--- config.mk ---
export PLATFORM = sky130hd
export DESIGN_NAME = banked_irq_aggregator
export DESIGN_NICKNAME = d
export VERILOG_FILES = /design/src/rtl/irq_agg_pkg.sv /design/src/rtl/irq_rst_sync.sv /design/src/rtl/irq_mask_bank.sv /design/src/rtl/irq_top_word.sv /design/src/rtl/banked_irq_aggregator.sv
export SDC_FILE = /design/constraint.sdc
export NUM_CORES = 1
export LEC_CHECK = 0
export ABC_CLOCK_PERIOD_IN_PS = 5000
export CAP_MARGIN = 25
export CORE_UTILIZATION = 48
export DETAILED_ROUTE_END_ITERATION = 16
export PLACE_DENSITY_LB_ADDON = 0.08
export SETUP_SLACK_MARGIN = 0.1
export SLEW_MARGIN = 20
export SYNTH_ARGS = -nofsm -noshare
export SYNTH_HDL_FRONTEND = slang
export SYNTH_SLANG_ARGS = --single-unit
--- constraint.sdc ---
create_clock -name clk -period 5 [get_ports clk]
set_input_delay 0.75 -clock clk [delete_from_list [all_inputs] [get_ports clk]]
set_output_delay 0.75 -clock clk [all_outputs]
set_load 0.01 [all_outputs]
--- src/rtl/irq_agg_pkg.sv ---
package irq_agg_pkg;

  localparam int G0_SRCS  = 8;
  localparam int GRP_W    = 32;
  localparam int ADDR_W   = 6;
  localparam int N_DC1    = 5;
  localparam int N_DC2    = 6;
  localparam int SUM1_BIT = 8;
  localparam int SUM2_BIT = 9;
  localparam int DC1_BASE = 10;
  localparam int DC2_BASE = DC1_BASE + N_DC1;
  localparam int TOP_USED = DC2_BASE + N_DC2;

  localparam int DC1_SRC [N_DC1] = '{7, 9, 10, 18, 19};
  localparam int DC2_SRC [N_DC2] = '{21, 22, 23, 24, 25, 30};

  localparam logic [ADDR_W-1:0] A_PEND0 = 6'h00;
  localparam logic [ADDR_W-1:0] A_PEND1 = 6'h04;
  localparam logic [ADDR_W-1:0] A_PEND2 = 6'h08;
  localparam logic [ADDR_W-1:0] A_SET1  = 6'h10;
  localparam logic [ADDR_W-1:0] A_SET2  = 6'h14;
  localparam logic [ADDR_W-1:0] A_SET0  = 6'h18;
  localparam logic [ADDR_W-1:0] A_CLR1  = 6'h1C;
  localparam logic [ADDR_W-1:0] A_CLR2  = 6'h20;
  localparam logic [ADDR_W-1:0] A_CLR0  = 6'h24;

  function automatic logic [GRP_W-1:0] dc1_mask();
    logic [GRP_W-1:0] m;
    m = '0;
    for (int i = 0; i < N_DC1; i++) m[DC1_SRC[i]] = 1'b1;
    return m;
  endfunction

  function automatic logic [GRP_W-1:0] dc2_mask();
    logic [GRP_W-1:0] m;
    m = '0;
    for (int i = 0; i < N_DC2; i++) m[DC2_SRC[i]] = 1'b1;
    return m;
  endfunction

endpackage

--- src/rtl/irq_rst_sync.sv ---
module irq_rst_sync (
  input  logic clk,
  input  logic rst_n,
  output logic rst_sync_n
);
  logic [1:0] stage_q;
  logic [1:0] stage_d;

  always_comb stage_d = {stage_q[0], 1'b1};

  always_ff @(posedge clk or negedge rst_n) begin
    if (!rst_n) stage_q <= '0;
    else        stage_q <= stage_d;
  end

  assign rst_sync_n = stage_q[1];
endmodule

--- src/rtl/irq_mask_bank.sv ---
module irq_mask_bank #(
  parameter int W = 32
) (
  input  logic         clk,
  input  logic         rst_n,
  input  logic         set_we,
  input  logic         clr_we,
  input  logic [W-1:0] wbits,
  output logic [W-1:0] mask
);
  logic [W-1:0] mask_q;
  logic [W-1:0] mask_d;
  logic         upd;

  always_comb begin
    mask_d = mask_q;
    if (set_we) mask_d = mask_d | wbits;
    if (clr_we) mask_d = mask_d & ~wbits;
  end

  assign upd = set_we | clr_we;

  always_ff @(posedge clk or negedge rst_n) begin
    if (!rst_n)   mask_q <= '0;
    else if (upd) mask_q <= mask_d;
  end

  assign mask = mask_q;

  assert_set_sticks_R2: assert property (@(posedge clk) disable iff (!rst_n)
    (set_we && !clr_we) |=> ((mask & $past(wbits)) == $past(wbits)));

  assert_clear_sticks_R3: assert property (@(posedge clk) disable iff (!rst_n)
    (clr_we && !set_we) |=> ((mask & $past(wbits)) == '0));

  assert_idle_hold_R2: assert property (@(posedge clk) disable iff (!rst_n)
    !(set_we || clr_we) |=> $stable(mask));
endmodule

--- src/rtl/irq_top_word.sv ---
module irq_top_word
  import irq_agg_pkg::*;
(
  input  logic               clk,
  input  logic               rst_n,
  input  logic [G0_SRCS-1:0] pend_g0,
  input  logic [GRP_W-1:0]   pend_g1,
  input  logic [GRP_W-1:0]   pend_g2,
  output logic [GRP_W-1:0]   word
);
  localparam logic [GRP_W-1:0] DC1_M = dc1_mask();
  localparam logic [GRP_W-1:0] DC2_M = dc2_mask();

  logic [N_DC1-1:0] dc1_bits;
  logic [N_DC2-1:0] dc2_bits;

  for (genvar i = 0; i < N_DC1; i++) begin : g_dc1
    assign dc1_bits[i] = pend_g1[DC1_SRC[i]];
    assert_dc1_copy_R7: assert property (@(posedge clk) disable iff (!rst_n)
      word[DC1_BASE+i] |-> pend_g1[DC1_SRC[i]]);
  end

  for (genvar i = 0; i < N_DC2; i++) begin : g_dc2
    assign dc2_bits[i] = pend_g2[DC2_SRC[i]];
    assert_dc2_copy_R7: assert property (@(posedge clk) disable iff (!rst_n)
      word[DC2_BASE+i] |-> pend_g2[DC2_SRC[i]]);
  end

  always_comb begin
    word = '0;
    word[G0_SRCS-1:0]               = pend_g0;
    word[SUM1_BIT]                  = |(pend_g1 & ~DC1_M);
    word[SUM2_BIT]                  = |(pend_g2 & ~DC2_M);
    word[DC1_BASE +: N_DC1]         = dc1_bits;
    word[DC2_BASE +: N_DC2]         = dc2_bits;
  end
endmodule

--- src/rtl/banked_irq_aggregator.sv ---
module banked_irq_aggregator
  import irq_agg_pkg::*;
(
  input  logic              clk,
  input  logic              rst_n,
  input  logic              bus_en,
  input  logic              bus_wr,
  input  logic [5:0]        bus_addr,
  input  logic [31:0]       bus_wdata,
  output logic [31:0]       bus_rdata,
  input  logic [7:0]        src_g0,
  input  logic [31:0]       src_g1,
  input  logic [31:0]       src_g2,
  output logic              irq_out
);
  logic rst_sync_n;
  logic wr_ok;
  logic set0, set1, set2, clr0, clr1, clr2;
  logic [G0_SRCS-1:0] mask_g0;
  logic [GRP_W-1:0]   mask_g1, mask_g2;
  logic [G0_SRCS-1:0] pend_g0;
  logic [GRP_W-1:0]   pend_g1, pend_g2;
  logic [GRP_W-1:0]   top_word;

  irq_rst_sync u_rst (
    .clk        (clk),
    .rst_n      (rst_n),
    .rst_sync_n (rst_sync_n)
  );

  assign wr_ok = bus_en & bus_wr;
  assign set0  = wr_ok & (bus_addr == A_SET0);
  assign set1  = wr_ok & (bus_addr == A_SET1);
  assign set2  = wr_ok & (bus_addr == A_SET2);
  assign clr0  = wr_ok & (bus_addr == A_CLR0);
  assign clr1  = wr_ok & (bus_addr == A_CLR1);
  assign clr2  = wr_ok & (bus_addr == A_CLR2);

  irq_mask_bank #(.W(G0_SRCS)) u_mask_g0 (
    .clk    (clk),
    .rst_n  (rst_sync_n),
    .set_we (set0),
    .clr_we (clr0),
    .wbits  (bus_wdata[G0_SRCS-1:0]),
    .mask   (mask_g0)
  );

  irq_mask_bank #(.W(GRP_W)) u_mask_g1 (
    .clk    (clk),
    .rst_n  (rst_sync_n),
    .set_we (set1),
    .clr_we (clr1),
    .wbits  (bus_wdata),
    .mask   (mask_g1)
  );

  irq_mask_bank #(.W(GRP_W)) u_mask_g2 (
    .clk    (clk),
    .rst_n  (rst_sync_n),
    .set_we (set2),
    .clr_we (clr2),
    .wbits  (bus_wdata),
    .mask   (mask_g2)
  );

  assign pend_g0 = src_g0 & mask_g0;
  assign pend_g1 = src_g1 & mask_g1;
  assign pend_g2 = src_g2 & mask_g2;

  irq_top_word u_word (
    .clk     (clk),
    .rst_n   (rst_sync_n),
    .pend_g0 (pend_g0),
    .pend_g1 (pend_g1),
    .pend_g2 (pend_g2),
    .word    (top_word)
  );

  always_comb begin
    bus_rdata = '0;
    if (bus_en) begin
      unique case (bus_addr)
        A_PEND0:        bus_rdata = top_word;
        A_PEND1:        bus_rdata = pend_g1;
        A_PEND2:        bus_rdata = pend_g2;
        A_SET0, A_CLR0: bus_rdata = {{(GRP_W-G0_SRCS){1'b0}}, mask_g0};
        A_SET1, A_CLR1: bus_rdata = mask_g1;
        A_SET2, A_CLR2: bus_rdata = mask_g2;
        default:        bus_rdata = '0;
      endcase
    end
  end

  assign irq_out = |top_word;

  assert_g0_port_isolated_R8: assert property (@(posedge clk) disable iff (!rst_sync_n)
    (set0 || clr0) |=> ($stable(mask_g1) && $stable(mask_g2)));

  assert_upper_zero_R9: assert property (@(posedge clk) disable iff (!rst_sync_n)
    (bus_en && bus_addr == A_PEND0) |-> (bus_rdata[GRP_W-1:TOP_USED] == '0));

  assert_masked_quiet_R1: assert property (@(posedge clk) disable iff (!rst_sync_n)
    ((mask_g0 == '0) && (mask_g1 == '0) && (mask_g2 == '0)) |-> !irq_out);
endmodule

==> flow_summary_export.csv, run 1 <==
group,metric,value,unit
status,status,"finished, final reports clean",
setup_path,worstPathArrival,3.67,ns
setup_path,criticalPathCategory,"in2out",
sta,worst_slack,0.579,ns
drt,wl_per_cell,22.3,µm
worst_hold_path,min_to,"u_rst.stage_q[1]",
setup_path,regToRegStartpoint,"u_rst.stage_q[1]",
worst_hold_path,hold_class,"reg2reg",
global_route,antenna_found_initial,0,
drt,drc_errors,0,
cts,h-tree-depth,3,
sta,min_period_over_period,88.4,%
global_route,grt_start_max_net_pins,73,
global_route,grt_pass1_wl,26.0,mm
cts,cts_setup_buffers,0,
setup_path,r2r_slack,3.92,ns
sta,hold_violations,0,
synthesis,synth_area_leaders,"dfrtp_1 43%, a21oi_1 19%, a21o_1 11%",
finish,diodes,0,
sta,fin_tns_setup,0,ns
cts,clockRootBuffer,"clkbuf_8",
synthesis,synthCells,483,
setup_path,worst_path_most_repeated_cell,"clkdlybuf4s50_1",
drt,drtIter0Drc,464,
synthesis,yosysWarnings,0,
sta,rsz0062_at_grt,"false",
worst_hold_path,min_from,"u_rst.stage_q[0]",
die,fp-row-count,34,
synthesis,avgSynthCellArea,8.92,µm²
synthesis,yosysUniqueCellTypes,31,
cts,cts_tree,"done",
placed_design,dp_hpwl,11.7,mm
power_and_ir_drop,leakagePower,2.88,nW
drt,viasPerCell,6.67,
synthesis,netlist.area_leader.share,43.0,%
die,ios,147,
sta,worst_slew_pin_slew,0.917,ns
setup_path,cp_max_fo,20,
setup_path,slowest_stage,"or4_4",
cts,cts-resized-gates,0,
finish,num-nets-final,736,
worst_hold_path,holdPathStages,0,
setup_path,worstSetupStartpointType,"input pin",
sta,finalSetupViolations,0,
power_and_ir_drop,peakVddDrop,0.170,mV
cts,cts.sinks,74,
setup_path,cp_cell_sequence,"clkdlybuf4s50_1, or4_4, nor2_2, buf_4, a21o_1, nand2_1, a21oi_1, clkdlybuf4s50_1",
finish,area_growth,41.6,%
finish,drive_gt1_share,6.54,%
die,die_w,96.8,µm
finish,n_fill_cell,677,
drt,routed-via-count,4900,
synthesis,yosysMostFrequentCell,"a21oi_1",
setup_path,max_stage_delay,0.62,ns
global_route,grtUsageTotal,35.4,%
drt,routed_wl,16.4,mm
sta,max_freq,226,MHz
placed_design,detailed_place.area,0.00588,mm²
sta,relSlewSlack,38.8,%
cts,ctsHoldBuffers,0,
placed_design,gp_congestion,0.910,
setup_path,crit_path_end_kind,"primary output",
synthesis,yosysTopAreaCell,"dfrtp_1",
flow_run,drv_cap,0,
sta,skew,0.0118,ns
synthesis,synth_seq_cells,74,
placed_design,io_buffer_count,146,
die,fp.dieH,96.8,µm
synthesis,syn-cell-area,0.00431,mm²
setup_path,rr_worst_depth,1,
cts,cts_made_buffers,9,
finish,postLayoutCellArea,0.00610,mm²
die,die_area,0.00936,mm²
global_route,grt_overflow_total,0,
global_route,grt_pass1_vias,4692,
synthesis,synth-edff-count,0,
synthesis,synth_ff_type,"dfrtp_1",
cts,clock_latency,0.35,ns
synthesis,synth_seq_area_share,43.0,%
cts,clk_pin_slew_worst_paths,0.09,ns
placed_design,pre_cts_slack,0.618,ns
synthesis,synthTopCellsByCount,"165 x a21oi_1, 74 x dfrtp_1, 64 x a21o_1",
cts,ctsLongestPathBuffers,2,
setup_path,required,4.25,ns
synthesis,async_reset_ff_share,100,%
die,initial_core_util,49.4,%
sta,drv_slew,0,
drt,ant_nets,0,
sta,post-route-min-period,4.42,ns
synthesis,synthesis.nets,597,
die,core_area,0.00872,mm²
drt,firstDrtPassIters,6,
power_and_ir_drop,p_per_area,247,mW/mm²
==> metrics by stage <==
step                      hold WS, ns  std cells  util [%]  total power, mW
after CTS                       0.358        735      69.9             1.50
after global routing            0.372        735      69.9             1.56
after floorplan                 0.331        483         -            0.808
after detailed placement        0.336        719      67.4            0.986
final                           0.354        735      69.9             1.51
after global placement          0.337        719      67.4            0.980
==> kinds of logic after synthesis <==
kind of cell / Yosys count / synth area share (%)
flip-flops: 74 / 43.0
AND/OR/NAND/NOR: 65 / 7.20
buffers and inverters: 34 / 3.83
other: 1 / 0.0870
AO/OA/AOI/OAI: 309 / 45.9
==> worst max-delay path: cells and delay by family <==
family                 cells  cell delay (ns)
buffers and inverters      3             1.45
AOI/OAI and AO/OA          2             0.30
and+or+nand+nor            3             1.16
==> cell usage in the layout (no fill, tap or decap), types with 6 or more instances in the layout <==
cell type	instances
a221oi_1	11
dfrtp_1	73
a22o_1	19
a21oi_1	165
clkdlybuf4s50_1	146
a32oi_1	11
clkbuf_8	9
nand2_1	20
a21o_1	64
a22oi_1	32
nor2_1	16
nand4_1	6
buf_4	14
==> routing by layer <==
| layer | vias up | global-route usage (%) | routed length, µm |
|---|---|---|---|
| li1 | 2160 | - | - |
| met1 | 2350 | 48.0 | 6660 |
| met2 | 345 | 56.4 | 7610 |
| met3 | 45 | 6.14 | 1630 |
| met4 | 0 | 13.8 | 488 |
| met5 | - | 0 | 0 |
==> worst max path at each step <==
stage	slack [ns]	end	from
after floorplan	1.98	bus_rdata[2]	bus_addr[2]
after global placement	0.64	bus_rdata[16]	bus_addr[4]
after detailed placement	0.62	bus_rdata[1]	bus_addr[4]
after CTS	0.61	bus_rdata[1]	bus_addr[4]
after global routing	0.42	bus_rdata[1]	bus_addr[4]
final	0.58	bus_rdata[1]	bus_addr[4]
==> cell type report <==
class                      count  area [µm²]  area share, %
timing repair buffer         160        1570           25.7
tap                          108         135           2.22
sequential                    74        1850           30.4
clock inverter                 6        92.6           1.52
clock buffer                  10         128           2.09
multi-input combinational    375        2320           38.0
inverter                       2        7.51          0.123
==> power breakdown <==
part | internal, mW | switching (mW) | leakage [nW]
Combinational | 0.148 | 0.137 | 1.77
Clock | 0.283 | 0.241 | 0.103
Sequential | 0.647 | 0.0518 | 1.00
Total | 1.08 | 0.430 | 2.88
Power figures use the tool's default switching activity.
==> run 2: changes to the inputs <==
--- a/config.mk
+++ b/config.mk
@@ -7,8 +7,9 @@
 export LEC_CHECK = 0
 export ABC_CLOCK_PERIOD_IN_PS = 5000
 export CAP_MARGIN = 25
-export CORE_UTILIZATION = 48
+export CORE_UTILIZATION = 50
 export DETAILED_ROUTE_END_ITERATION = 16
+export GPL_ROUTABILITY_DRIVEN = 0
 export PLACE_DENSITY_LB_ADDON = 0.08
 export SETUP_SLACK_MARGIN = 0.1
 export SLEW_MARGIN = 20
==> run 2 against run 1 <==
Net effect:
- final area about the same
- setup slack improved by 0.13 ns
- worst hold slack worse by 0.073 ns
- critical path type unchanged
- core utilization up 3.9 points
- critical path depth unchanged
- maximum frequency up 2.9%
- non-clock buffer count unchanged
- global-route usage up 1.9 points
- total power down 0.15%
- sequential cell count is the same
- wire length increased by 2.1%
==> flow_summary_export.csv, run 2 (synthesis gave the netlist of run 1 again) <==
group,metric,value,unit
status,status,"finished, final reports clean",
cts,ctsHoldBuffers,0,
setup_path,slowest_stage,"clkdlybuf4s50_1",
setup_path,cp_cell_sequence,"clkdlybuf4s50_1, or3b_4, a2111oi_4, buf_4, a21o_1, a22oi_1, a21oi_1, clkdlybuf4s50_1",
finish,n_fill_cell,637,
die,die_area,0.00899,mm²
cts,cts-resized-gates,0,
setup_path,worst_path_most_repeated_cell,"clkdlybuf4s50_1",
setup_path,worstSetupStartpointType,"input pin",
sta,finalSetupViolations,0,
drt,ant_nets,0,
setup_path,required,4.25,ns
sta,relSlewSlack,54.4,%
drt,firstDrtPassIters,6,
die,initial_core_util,52.2,%
sta,drv_slew,0,
sta,skew,0.00393,ns
sta,max_freq,233,MHz
finish,layout_common_cells,"165 x a21oi_1, 146 x clkdlybuf4s50_1, 73 x dfrtp_1, 64 x a21o_1, 32 x a22oi_1",
global_route,grt_overflow_total,0,
die,die_w,94.8,µm
die,fp.dieH,94.8,µm
placed_design,detailed_place.area,0.00588,mm²
drt,drtIter0Drc,521,
finish,drive_gt1_share,6.54,%
cts,cts_setup_buffers,0,
power_and_ir_drop,peakVddDrop,0.173,mV
drt,routed-via-count,5040,
finish,layout_commonest_cell,"a21oi_1",
sta,fin_tns_setup,0,ns
sta,min_period_over_period,85.9,%
global_route,grt_pass1_wl,24.9,mm
die,fp-row-count,33,
sta,rsz0062_at_grt,"false",
finish,num-nets-final,736,
setup_path,worstPathArrival,3.54,ns
die,core_area,0.00826,mm²
finish,seqCellArea,0.00185,mm²
setup_path,cp_max_fo,32,
drt,drc_errors,0,
worst_hold_path,hold_class,"reg2async",
power_and_ir_drop,leakagePower,2.88,nW
placed_design,dp_hpwl,11.8,mm
cts,cts_made_buffers,9,
global_route,grt_start_max_net_pins,47,
setup_path,worstPathBufferInverterCount,3,
sta,hold_violations,0,
drt,routed_wl,16.7,mm
global_route,grt_pass1_vias,4704,
finish,post-route-util,73.8,%
setup_path,criticalPathCategory,"in2out",
die,ios,147,
cts,cts_tree,"done",
finish,area_growth,41.4,%
setup_path,crit_path_end_kind,"primary output",
power_and_ir_drop,p_per_area,247,mW/mm²
setup_path,path_depth,8,
sta,hold_ws,0.281,ns
cts,clock_latency,0.35,ns
drt,wl_per_cell,22.9,µm
drt,viasPerCell,6.89,
setup_path,rr_worst_depth,1,
global_route,antenna_found_initial,0,
setup_path,max_stage_delay,0.58,ns
sta,worst_slew_pin_slew,0.683,ns
finish,postLayoutCellArea,0.00609,mm²
flow_run,drv_cap,0,
power_and_ir_drop,finalPower,1.51,mW
placed_design,io_buffer_count,146,
cts,cts.sinks,74,
cts,ctsLongestPathBuffers,2,
cts,h-tree-depth,3,
setup_path,path_delay_family,"buffers and inverters",
cts,clockRootBuffer,"clkbuf_8",
global_route,grtUsageTotal,37.3,%
finish,diodes,0,
cts,clk_pin_slew_worst_paths,0.08,ns
sta,post-route-min-period,4.29,ns
finish,multi_input_area,0.00232,mm²
run 2: cell types whose count changed in the layout (fill, tap and decap cells not counted):
| cell | delta |
|---|---|
| clkinvlp_4 | -1 |
| clkbuf_8 | +1 |
| clkinv_4 | -2 |
| clkinv_2 | +2 |
run 2: worst paths after layout:
kind / from / to / slack, ns
setup reg to reg: u_rst.stage_q[1] / async pin / 3.70
max in group asynchronous: u_rst.stage_q[1] / async pin / 3.70
hold / removal: u_rst.stage_q[1] / async pin / 0.28
setup / recovery: bus_addr[2] / bus_rdata[1] / 0.71
hold reg to reg: u_rst.stage_q[1] / async pin / 0.28
min in group clk: u_rst.stage_q[0] / u_rst.stage_q[1] / 0.36
run 2: through the flow:
| step | worst slack (ns) | instances |
|---|---|---|
| after floorplan | 1.98 | 483 |
| final | 0.706 | 732 |
| after global routing | 0.582 | 732 |
| after CTS | 0.748 | 732 |
| after detailed placement | 0.751 | 716 |
| after global placement | 0.800 | 716 |
run 2: cell type report:
type | instances | area share, %
Multi-Input combinational cell | 375 | 38.0
Inverter | 2 | 0.123
Tap cell | 105 | 2.16
Sequential cell | 74 | 30.4
Clock buffer | 11 | 2.32
Clock inverter | 5 | 1.27
Timing Repair Buffer | 160 | 25.7
run 2: routing by layer:
| metal | wire [µm] | track usage [%] | vias up |
|---|---|---|---|
| met5 | 0 | 0 | - |
| met4 | 707 | 17.0 | 0 |
| met3 | 2130 | 9.50 | 82 |
| met2 | 7740 | 59.7 | 413 |
| met1 | 6180 | 47.3 | 2383 |
| li1 | - | - | 2162 |
run 2: power breakdown:
group          switching [mW]  total [mW]  internal [mW]
clock network           0.224       0.517          0.293
logic                   0.138       0.286          0.148
registers              0.0558       0.703          0.647
==> run 3: changes to the inputs <==
--- a/config.mk
+++ b/config.mk
@@ -5,13 +5,12 @@
 export SDC_FILE = /design/constraint.sdc
 export NUM_CORES = 1
 export LEC_CHECK = 0
-export ABC_CLOCK_PERIOD_IN_PS = 5000
+export ABC_CLOCK_PERIOD_IN_PS = 3800
 export CAP_MARGIN = 25
-export CORE_UTILIZATION = 50
+export CORE_UTILIZATION = 42
 export DETAILED_ROUTE_END_ITERATION = 16
 export GPL_ROUTABILITY_DRIVEN = 0
 export PLACE_DENSITY_LB_ADDON = 0.08
-export SETUP_SLACK_MARGIN = 0.1
 export SLEW_MARGIN = 20
 export SYNTH_ARGS = -nofsm -noshare
 export SYNTH_HDL_FRONTEND = slang
==> constraint.sdc (replaced) <==
create_clock -name clk -period 3.8 [get_ports clk]
set_input_delay 0.57 -clock clk [delete_from_list [all_inputs] [get_ports clk]]
set_output_delay 0.57 -clock clk [all_outputs]
set_load 0.01 [all_outputs]
==> run 3 against run 2 <==
Net effect:
- sequential cell count is the same
- final area increased by 2.9%
- critical path type unchanged
- final cell count rose by 4.4%
- clock-buffer cell count is 1 lower
- via count down 4.3%
==> flow_summary_export.csv, run 3 (synthesis gave the netlist of run 1 again) <==
group,metric,value,unit
status,status,"finished, final reports clean",
setup_path,cp_cell_sequence,"clkdlybuf4s50_1, or3b_4, a2111oi_4, buf_4, clkbuf_16, a21o_1, a32oi_1, a21oi_1, clkdlybuf4s50_1",
finish,layout_commonest_cell,"a21oi_1",
setup_path,r2r_slack,2.69,ns
setup_path,worst_path_most_repeated_cell,"clkdlybuf4s50_1",
drt,drtIter0Drc,447,
flow_run,drv_cap,0,
die,die_w,103,µm
global_route,grt_start_max_net_pins,73,
drt,routed-via-count,4825,
finish,seqCellArea,0.00185,mm²
setup_path,max_stage_delay,0.56,ns
die,core_area,0.00986,mm²
drt,viasPerCell,6.32,
setup_path,path_delay_family,"buffers and inverters",
sta,worst_slack,0.0944,ns
power_and_ir_drop,p_per_area,330,mW/mm²
setup_path,worstPathArrival,3.14,ns
sta,max_freq,270,MHz
global_route,grt_pass1_vias,4620,
sta,min_period_over_period,97.5,%
sta,hold_violations,0,
setup_path,regToRegStartpoint,"u_rst.stage_q[1]",
finish,diodes,0,
finish,multi_input_area,0.00232,mm²
power_and_ir_drop,leakagePower,2.95,nW
cts,cts_tree,"done",
sta,finalSetupViolations,0,
setup_path,crit_start,"bus_addr[4]",
die,fp.dieH,103,µm
placed_design,io_buffer_count,146,
power_and_ir_drop,peakVddDrop,0.179,mV
power_and_ir_drop,finalPower,2.07,mW
cts,clk_pin_slew_worst_paths,0.08,ns
setup_path,crit_path_end_kind,"primary output",
global_route,grt_overflow_total,0,
setup_path,required,3.23,ns
placed_design,pre_cts_slack,0.0841,ns
finish,layout_common_cells,"165 x a21oi_1, 145 x clkdlybuf4s50_1, 73 x dfrtp_1, 64 x a21o_1, 32 x a22oi_1",
setup_path,rr_worst_depth,1,
sta,fin_tns_setup,0,ns
sta,worst_slew_pin_slew,0.938,ns
global_route,grtUsageTotal,32.1,%
sta,rsz0062_at_grt,"false",
finish,area_growth,45.6,%
worst_hold_path,min_to,"u_rst.stage_q[1]",
cts,cts.sinks,74,
finish,n_fill_cell,838,
die,ios,147,
worst_hold_path,min_from,"u_rst.stage_q[0]",
sta,skew,0.00604,ns
drt,drc_errors,0,
setup_path,worstPathBufferInverterCount,4,
worst_hold_path,hold_class,"reg2reg",
setup_path,cp_max_fo,16,
cts,clock_latency,0.35,ns
drt,routed_wl,16.7,mm
die,die_area,0.0107,mm²
drt,ant_nets,0,
placed_design,dp_hpwl,11.7,mm
cts,cts_made_buffers,9,
finish,drive_gt1_share,7.29,%
cts,h-tree-depth,3,
setup_path,slowest_stage,"clkdlybuf4s50_1",
cts,ctsLongestPathBuffers,2,
worst_hold_path,holdPathStages,0,
die,initial_core_util,43.7,%
cts,ctsHoldBuffers,0,
global_route,grt_pass1_wl,25.3,mm
die,fp-row-count,36,
sta,relSlewSlack,37.5,%
setup_path,worstSetupStartpointType,"input pin",
sta,post-route-min-period,3.71,ns
finish,num-nets-final,740,
drt,firstDrtPassIters,8,
global_route,antenna_found_initial,0,
cts,clockRootBuffer,"clkbuf_8",
drt,wl_per_cell,21.9,µm
sta,drv_slew,0,
setup_path,criticalPathCategory,"in2out",
==> run 3: cell types whose count changed in the layout (fill, tap and decap cells not counted), sizes merged <==
cell and change:
clkinvlp -1, clkdlybuf4s50 -1, bufinv +1, buf +3
inv +1, dlymetal6s2s +1
==> run 3: how the worst max path moves through the flow <==
stage,cells past startpoint,end
floorplan,7,bus_rdata[2]
global placement,8,bus_rdata[4]
detailed placement,8,bus_rdata[4]
CTS,8,bus_rdata[4]
global route,9,bus_rdata[18]
finish,9,bus_rdata[18]
==> run 3: layer usage <==
layer | part of all wire (%) | vias to the layer above | track usage (%)
li1 | - | 2169 | -
met1 | 41 | 2280 | 45.0
met2 | 45 | 327 | 50.2
met3 | 11 | 49 | 4.37
met4 | 2.9 | 0 | 13.4
met5 | 0 | - | 0
==> run 3: report_power, final <==
group / internal, mW / total [mW] / leakage (nW) / switching, mW
logic: 0.200 / 0.382 / 1.82 / 0.183
registers: 0.851 / 0.918 / 1.00 / 0.0669
clock network: 0.457 / 0.770 / 0.127 / 0.313
==> run 3: area by class of cell <==
cell class	count	area share, %
flip-flops and latches	74	29.5
repair buffers	164	26.8
clock inverters	6	1.79
well taps	133	2.65
clock buffers	10	2.19
multi-input cells	375	36.9
inverters	2	0.120
==> run 3: stage by stage <==
| stage | instances | hold slack (ns) | area (µm²) | util (%) |
|---|---|---|---|---|
| after detailed placement | 746 | 0.339 | 5990 | 60.7 |
| after global placement | 746 | 0.337 | 5990 | 60.7 |
| after global routing | 764 | 0.362 | 6270 | 63.6 |
| final | 764 | 0.355 | 6270 | 63.6 |
| after floorplan | 483 | 0.274 | 4310 | - |
| after CTS | 762 | 0.359 | 6240 | 63.2 |
==> run 3: timing repair <==
action                     in CTS  in global routing
setup endpoints to repair       0                  5
hold endpoints to repair        0                  0
buffers inserted                0                  1
gates resized for setup         0                  1
